**config.mk**
```make
export PLATFORM = sky130hd
export DESIGN_NAME = ddrcmd_encoder
export DESIGN_NICKNAME = d
export VERILOG_FILES = /design/src/rtl/ddrcmd_pkg.sv /design/src/rtl/ddrcmd_ctrl.sv /design/src/rtl/ddrcmd_latency.sv /design/src/rtl/ddrcmd_datapath.sv /design/src/rtl/ddrcmd_encoder.sv
export SDC_FILE = /design/constraint.sdc
export NUM_CORES = 1
export LEC_CHECK = 0
export ABC_AREA = 1
export BUFFER_PORTS_ARGS = -buffer_cell sky130_fd_sc_hd__buf_2
export CORE_ASPECT_RATIO = 0.6
export CORE_MARGIN = 2
export CORE_UTILIZATION = 47
export CTS_CLUSTER_DIAMETER = 50
export CTS_CLUSTER_SIZE = 16
export DETAILED_ROUTE_END_ITERATION = 8
export PLACE_DENSITY = 0.85
export SLEW_MARGIN = 20
export SYNTH_ARGS = -nofsm -noshare
export SYNTH_HDL_FRONTEND = slang
export SYNTH_SLANG_ARGS = --single-unit
```
**constraint.sdc**
```tcl
create_clock -name clk -period 2.4 [get_ports clk]
set_input_delay 0.24 -clock clk [delete_from_list [all_inputs] [get_ports clk]]
set_output_delay 0.24 -clock clk [all_outputs]
set_load 0.01 [all_outputs]
```
**src/rtl/ddrcmd_pkg.sv**
```systemverilog
package ddrcmd_pkg;

  typedef enum logic [3:0] {
    OP_MODE_LOAD    = 4'd0,
    OP_REFRESH      = 4'd1,
    OP_PRECHARGE    = 4'd2,
    OP_ACTIVATE     = 4'd3,
    OP_WRITE        = 4'd4,
    OP_READ         = 4'd5,
    OP_ZQ_CAL       = 4'd6,
    OP_NOP          = 4'd7,
    OP_DESELECT     = 4'd8,
    OP_POWER_DOWN   = 4'd9,
    OP_SELF_REFRESH = 4'd10
  } reqOp_e;

  localparam int LAT_W = 6;

  // Strobes from control to datapath, at most one set per cycle
  typedef struct packed {
    logic issue;   // request accepted this edge
    logic wake;    // leaving low power
    logic sleep;   // idling in low power
  } strobe_t;

  typedef struct packed {
    logic csN;
    logic rasN;
    logic casN;
    logic weN;
  } cmdPins_t;

  localparam cmdPins_t PINS_MODE_LOAD = 4'b0000;
  localparam cmdPins_t PINS_REFRESH   = 4'b0001;
  localparam cmdPins_t PINS_PRECHARGE = 4'b0010;
  localparam cmdPins_t PINS_ACTIVATE  = 4'b0011;
  localparam cmdPins_t PINS_WRITE     = 4'b0100;
  localparam cmdPins_t PINS_READ      = 4'b0101;
  localparam cmdPins_t PINS_ZQ_CAL    = 4'b0110;
  localparam cmdPins_t PINS_NOP       = 4'b0111;
  localparam cmdPins_t PINS_DESELECT  = 4'b1111;

endpackage

```
**src/rtl/ddrcmd_ctrl.sv**
```systemverilog
module ddrcmd_ctrl
  import ddrcmd_pkg::*;
(
  input  logic    clk,
  input  logic    rstN,
  input  logic    reqValid,
  input  logic    [3:0] reqOp,
  output logic    reqReady,
  output strobe_t strobe
);

  logic lowPower;
  logic accept;
  logic enterLp;

  assign reqReady = !lowPower;
  assign accept   = reqValid && !lowPower;
  assign enterLp  = accept && ((reqOp == OP_POWER_DOWN) || (reqOp == OP_SELF_REFRESH));

  always_comb begin
    strobe.issue = accept;
    strobe.wake  = reqValid && lowPower;
    strobe.sleep = !reqValid && lowPower;
  end

  // Reset leaves the encoder asleep: CKE stays low until the first request
  always_ff @(posedge clk) begin
    if (!rstN) begin
      lowPower <= 1'b1;
    end else if (lowPower && reqValid) begin
      lowPower <= 1'b0;
    end else if (enterLp) begin
      lowPower <= 1'b1;
    end
  end

endmodule

```
**src/rtl/ddrcmd_latency.sv**
```systemverilog
module ddrcmd_latency
  import ddrcmd_pkg::*;
#(
  parameter int ADDR_W = 16
) (
  input  logic [ADDR_W-1:0] mr0,
  input  logic [ADDR_W-1:0] mr1,
  input  logic [ADDR_W-1:0] mr2,
  output logic [LAT_W-1:0]  casLat,
  output logic [LAT_W-1:0]  casWrLat,
  output logic [LAT_W-1:0]  addLat,
  output logic [LAT_W-1:0]  rdLat,
  output logic [LAT_W-1:0]  wrLat
);

  logic [1:0] alSel;

  assign alSel    = mr1[4:3];
  assign casLat   = LAT_W'({mr0[2], mr0[6:4]}) + LAT_W'(4);
  assign casWrLat = LAT_W'(mr2[5:3]) + LAT_W'(5);

  always_comb begin
    if (alSel == 2'b00) addLat = '0;
    else                addLat = casLat - LAT_W'(alSel);
  end

  assign rdLat = casLat + addLat;
  assign wrLat = casWrLat + addLat;

endmodule

```
**src/rtl/ddrcmd_datapath.sv**
```systemverilog
module ddrcmd_datapath
  import ddrcmd_pkg::*;
#(
  parameter int BANK_W = 3,
  parameter int ADDR_W = 16,
  parameter int COL_W  = 12
) (
  input  logic              clk,
  input  logic              rstN,
  input  strobe_t           strobe,
  input  logic [3:0]        reqOp,
  input  logic [BANK_W-1:0] reqBank,
  input  logic [ADDR_W-1:0] reqAddr,
  input  logic              reqAutoPre,
  input  logic              reqBurstChop,
  output logic              memCke,
  output cmdPins_t          memCmd,
  output logic [BANK_W-1:0] memBa,
  output logic [ADDR_W-1:0] memAddr,
  output logic [ADDR_W-1:0] mr0,
  output logic [ADDR_W-1:0] mr1,
  output logic [ADDR_W-1:0] mr2
);

  localparam int AP_BIT  = 10;
  localparam int BC_BIT  = 12;
  localparam int LOW_COL = (COL_W < 10) ? COL_W : 10;

  logic [ADDR_W-1:0] colPins;
  logic [ADDR_W-1:0] rwAddr;
  logic [ADDR_W-1:0] flagAddr;
  logic              nextCke;
  cmdPins_t          nextCmd;
  logic [BANK_W-1:0] nextBa;
  logic [ADDR_W-1:0] nextAddr;

  // Column scatter: the pins at A[10] and A[12] are reserved for the flags
  generate
    for (genvar i = 0; i < ADDR_W; i++) begin : g_col
      if (i < LOW_COL) begin : g_low
        assign colPins[i] = reqAddr[i];
      end else if (i == 11 && COL_W > 10) begin : g_mid
        assign colPins[i] = reqAddr[10];
      end else if (i >= 13 && (i - 2) < COL_W) begin : g_high
        assign colPins[i] = reqAddr[i-2];
      end else begin : g_zero
        assign colPins[i] = 1'b0;
      end
    end
  endgenerate

  always_comb begin
    flagAddr = '0;
    flagAddr[AP_BIT] = reqAutoPre;
    rwAddr = colPins;
    rwAddr[AP_BIT] = reqAutoPre;
    rwAddr[BC_BIT] = reqBurstChop;
  end

  always_comb begin
    nextCke  = 1'b1;
    nextCmd  = PINS_NOP;
    nextBa   = '0;
    nextAddr = '0;
    if (strobe.issue) begin
      case (reqOp)
        OP_MODE_LOAD:    begin nextCmd = PINS_MODE_LOAD; nextBa = reqBank; nextAddr = reqAddr; end
        OP_REFRESH:      nextCmd = PINS_REFRESH;
        OP_PRECHARGE:    begin nextCmd = PINS_PRECHARGE; nextBa = reqBank; nextAddr = flagAddr; end
        OP_ACTIVATE:     begin nextCmd = PINS_ACTIVATE;  nextBa = reqBank; nextAddr = reqAddr; end
        OP_WRITE:        begin nextCmd = PINS_WRITE;     nextBa = reqBank; nextAddr = rwAddr; end
        OP_READ:         begin nextCmd = PINS_READ;      nextBa = reqBank; nextAddr = rwAddr; end
        OP_ZQ_CAL:       begin nextCmd = PINS_ZQ_CAL;    nextAddr = flagAddr; end
        OP_DESELECT:     nextCmd = PINS_DESELECT;
        OP_POWER_DOWN:   begin nextCke = 1'b0; nextCmd = PINS_DESELECT; end
        OP_SELF_REFRESH: begin nextCke = 1'b0; nextCmd = PINS_REFRESH; end
        default:         nextCmd = PINS_NOP;
      endcase
    end else if (strobe.wake) begin
      nextCmd = PINS_DESELECT;
    end else if (strobe.sleep) begin
      nextCke = 1'b0;
      nextCmd = PINS_DESELECT;
    end
  end

  always_ff @(posedge clk) begin
    if (!rstN) begin
      memCke  <= 1'b0;
      memCmd  <= PINS_DESELECT;
      memBa   <= '0;
      memAddr <= '0;
    end else begin
      memCke  <= nextCke;
      memCmd  <= nextCmd;
      memBa   <= nextBa;
      memAddr <= nextAddr;
    end
  end

  always_ff @(posedge clk) begin
    if (!rstN) begin
      mr0 <= '0;
      mr1 <= '0;
      mr2 <= '0;
    end else if (strobe.issue && reqOp == OP_MODE_LOAD) begin
      if (reqBank == BANK_W'(0)) mr0 <= reqAddr;
      if (reqBank == BANK_W'(1)) mr1 <= reqAddr;
      if (reqBank == BANK_W'(2)) mr2 <= reqAddr;
    end
  end

endmodule

```
**src/rtl/ddrcmd_encoder.sv**
```systemverilog
module ddrcmd_encoder
  import ddrcmd_pkg::*;
#(
  parameter int BANK_W = 3,
  parameter int ADDR_W = 16,
  parameter int COL_W  = 12
) (
  input  logic              clk,
  input  logic              rstN,
  input  logic              reqValid,
  output logic              reqReady,
  input  logic [3:0]        reqOp,
  input  logic [BANK_W-1:0] reqBank,
  input  logic [ADDR_W-1:0] reqAddr,
  input  logic              reqAutoPre,
  input  logic              reqBurstChop,
  output logic              memCke,
  output logic              memCsN,
  output logic              memRasN,
  output logic              memCasN,
  output logic              memWeN,
  output logic [BANK_W-1:0] memBa,
  output logic [ADDR_W-1:0] memAddr,
  output logic [5:0]        casLat,
  output logic [5:0]        casWrLat,
  output logic [5:0]        addLat,
  output logic [5:0]        rdLat,
  output logic [5:0]        wrLat
);

  strobe_t           strobe;
  cmdPins_t          memCmd;
  logic [ADDR_W-1:0] mr0;
  logic [ADDR_W-1:0] mr1;
  logic [ADDR_W-1:0] mr2;

  ddrcmd_ctrl ctrl_i (
    .clk      (clk),
    .rstN     (rstN),
    .reqValid (reqValid),
    .reqOp    (reqOp),
    .reqReady (reqReady),
    .strobe   (strobe)
  );

  ddrcmd_datapath #(.BANK_W(BANK_W), .ADDR_W(ADDR_W), .COL_W(COL_W)) dp_i (
    .clk          (clk),
    .rstN         (rstN),
    .strobe       (strobe),
    .reqOp        (reqOp),
    .reqBank      (reqBank),
    .reqAddr      (reqAddr),
    .reqAutoPre   (reqAutoPre),
    .reqBurstChop (reqBurstChop),
    .memCke       (memCke),
    .memCmd       (memCmd),
    .memBa        (memBa),
    .memAddr      (memAddr),
    .mr0          (mr0),
    .mr1          (mr1),
    .mr2          (mr2)
  );

  ddrcmd_latency #(.ADDR_W(ADDR_W)) lat_i (
    .mr0      (mr0),
    .mr1      (mr1),
    .mr2      (mr2),
    .casLat   (casLat),
    .casWrLat (casWrLat),
    .addLat   (addLat),
    .rdLat    (rdLat),
    .wrLat    (wrLat)
  );

  assign memCsN  = memCmd.csN;
  assign memRasN = memCmd.rasN;
  assign memCasN = memCmd.casN;
  assign memWeN  = memCmd.weN;

endmodule

```
==> metrics.txt <==
H-tree depth=2; Max Cap Violations=0; grt ovf=0; CTS root buffer=clkbuf_8; total CTS buffers=5; Final Hold Fails=0; io pins=83; Final setup viols=8; Max Root-Sink Buffers=2; WL per Instance=between 10 and 15 um; clk slew on worst S/H paths=~70 ps; ant diodes=0; Iter 0 DRT Violations=78; RSZ-0062 raised after global routing=yes; min Tclk post-route=between 2000 and 3000 ps; CP arrival=roughly 2300 ps; Total Wirelength=around 5.0 mm; Die Width=approximately 86 um; nature of the critical path startpoint=flop; fmax=around 390 MHz; Yosys warning count=0; worst vdd ir=around 0.00038 V; Post-DRT Antenna Nets=0; worst-path fanout max=2; post-layout util=0.718; critical path startpoint=dp_i.mr0[4]; final worst-path cycle share=1.06; Crit-path slowest cell=fa_2; DP HPWL=3.70 mm; vias=slightly below 2000; Leakage=around 1.5 nW; overall routing resource usage=0.230; failing checks=setup timing; clk_lat worst skew=around 280 ps; Placed Area=about 2400 um^2; Crit. End Element=primary output; vias in the first global route=about 1900; Syn Inst Count=263; status=complete, but fails checks; hold depth=3; PwrDens=approximately 430 nW/um^2; fill count=slightly above 300; Worst Hold Slack=173 ps; synth unique cells=24; starting density of the core=0.503; R2R cell count=6; fin worst setup slack=-155 ps; synthesized cell area=roughly 1900 um^2; largest net degree at the start of global routing=13; Die Ht=about 53 um; drt via density=roughly 4.8; worst hold path class=in -> reg; Rows=17; final setup skew=approximately 3.7 ps; Nets=404; Mapped Avg Cell Area=7.20 um^2; Req. time, crit path=between 2000 and 2500 ps; Area Growth Syn to Fin=42.7%; placed cell count=a little under 400; total power=about 1.2 mW; slowest stage delay, CP=540 ps; crit-path cells=inv_2 > ha_4 > inv_2 > fa_2 > nand2_4 > fa_2 > o21ai_2 > a21o_1 > nand2_1 > nand2_1 > buf_2; Final Non-Filler Cells=between 400 and 500; CTS tree=built; crit path kind=reg -> out; initial antenna violation count=0; final count of pins violating max slew=0; Clock Sinks=34; GP Congestion=about 0.84; die area=4570 um^2; first-pass GRT wire length=between 8 and 9 mm; fin area=roughly 2700 um^2; core box area=~3800 um^2; worst reg2reg startpoint=ctrl_i.lowPower; register bit total from synthesis=34; worst hold start=reqAddr[14]; setup TNS=-714 ps; Worst R2R End=dp_i.mr0[5]; Worst Hold End=dp_i.memAddr[14]; port buffer count=78; pre-CTS setup slack=-75.2 ps; Reg2Reg Setup Slack=1090 ps; register area share after synthesis=0.359; # DRC=0; first-pass iteration count of the detailed router=5; share of cells above drive strength 1=0.416
[power by group]
part           total [mW]  internal, mW  switching [mW]
Clock               0.492         0.290           0.202
Sequential          0.574         0.571         0.00304
Combinational       0.105        0.0385          0.0667
[cell type report]
class,instances,area (um^2),area share
Tap cell,47,58.8,0.0218
Timing Repair Buffer,95,533,0.197
Clock buffer,8,110,0.0407
Sequential cell,34,687,0.254
Inverter,40,153,0.0565
Multi-Input combinational cell,184,1160,0.430
[worst max-delay path by stage]
stage	endpoint	slack [ps]	cells after the start
2_1_floorplan	rdLat[5]	40	12
3_3_place_gp	rdLat[5]	40	14
3_5_place_dp	rdLat[5]	-80	14
4_1_cts	rdLat[3]	-130	16
5_1_grt	wrLat[4]	-260	11
6_report	wrLat[4]	-150	11
[state kept, by name, indices dropped and copies added (netlist names)]
name             flops
ctrl_i.lowPower      1
dp_i.mr1             2
dp_i.memCke          1
dp_i.mr0             4
dp_i.memBa           3
dp_i.memCmd          4
dp_i.memAddr        16
dp_i.mr2             3
[critical path: cells and delay by family (launching register included)]
kind | cells | cell delay (ps)
buffers and inverters | 3 | 230
and+or+nand+nor | 3 | 160
adders and majority gates | 3 | 1030
DFF | 1 | 320
AOI/OAI and AO/OA | 2 | 300
[cells in the final DEF, fill, tap and decap left out]
cell type	n
o211ai_1	1
nor3_2	4
nor3_1	2
a21oi_1	6
ha_1	7
inv_2	8
buf_6	4
conb_1	4
inv_4	1
dfxtp_2	5
ha_4	6
xnor2_1	2
buf_2	78
dfxtp_1	29
nand3_1	21
inv_1	31
o21ai_0	2
xnor2_2	1
nand3_2	2
a21oi_2	2
clkbuf_8	8
nor2_1	44
a21oi_4	1
o21ai_2	2
nand3b_1	1
nor2_4	3
buf_4	13
fa_2	3
nand2_2	3
nand2_4	1
nand2_1	56
a21o_1	2
nor2_2	4
xor2_1	3
nor2_8	1
[cell families after synthesis]
logic type | count (synthesis) | synth area share
XOR/XNOR | 6 | 0.0277
AO/OA/AOI/OAI | 16 | 0.0462
other | 1 | 0.00198
buffers and inverters | 48 | 0.111
flip-flops | 34 | 0.359
adder cells (fa/ha/maj) | 16 | 0.118
AND/OR/NAND/NOR | 142 | 0.336
[Yosys cell counts]
master	number	share of area
clkbuf_1	1	0.0020
xnor2_1	3	0.014
nand3b_1	1	0.0040
o211ai_1	1	0.0040
buf_6	1	0.0059
buf_4	6	0.024
nor3_1	2	0.0053
inv_2	2	0.0040
inv_1	38	0.075
nor2_1	46	0.091
a21oi_1	9	0.024
nand2_1	60	0.12
ha_1	13	0.086
nand3_1	23	0.061
nor2_2	2	0.0066
conb_1	1	0.0020
nor3_2	4	0.021
a21o_1	2	0.0079
nor2_4	3	0.018
dfxtp_1	34	0.36
o21ai_0	4	0.011
fa_1	3	0.032
xor2_1	3	0.014
nor2_8	1	0.011
[routing by layer]
metal | track usage | share of wire | vias up
met3 | 0.0671 | 0.070 | 7
met2 | 0.393 | 0.46 | 62
met5 | 0 | 0 | -
met1 | 0.279 | 0.45 | 901
met4 | 0.0794 | 0.013 | 0
li1 | - | - | 995
[repair_timing]
item,CTS,global route
setup buffers,5,1
setup endpoints to repair,10,10
pin swaps,16,11
gates resized for setup,31,14
hold buffers,0,0
Power figures use the tool's default switching activity.
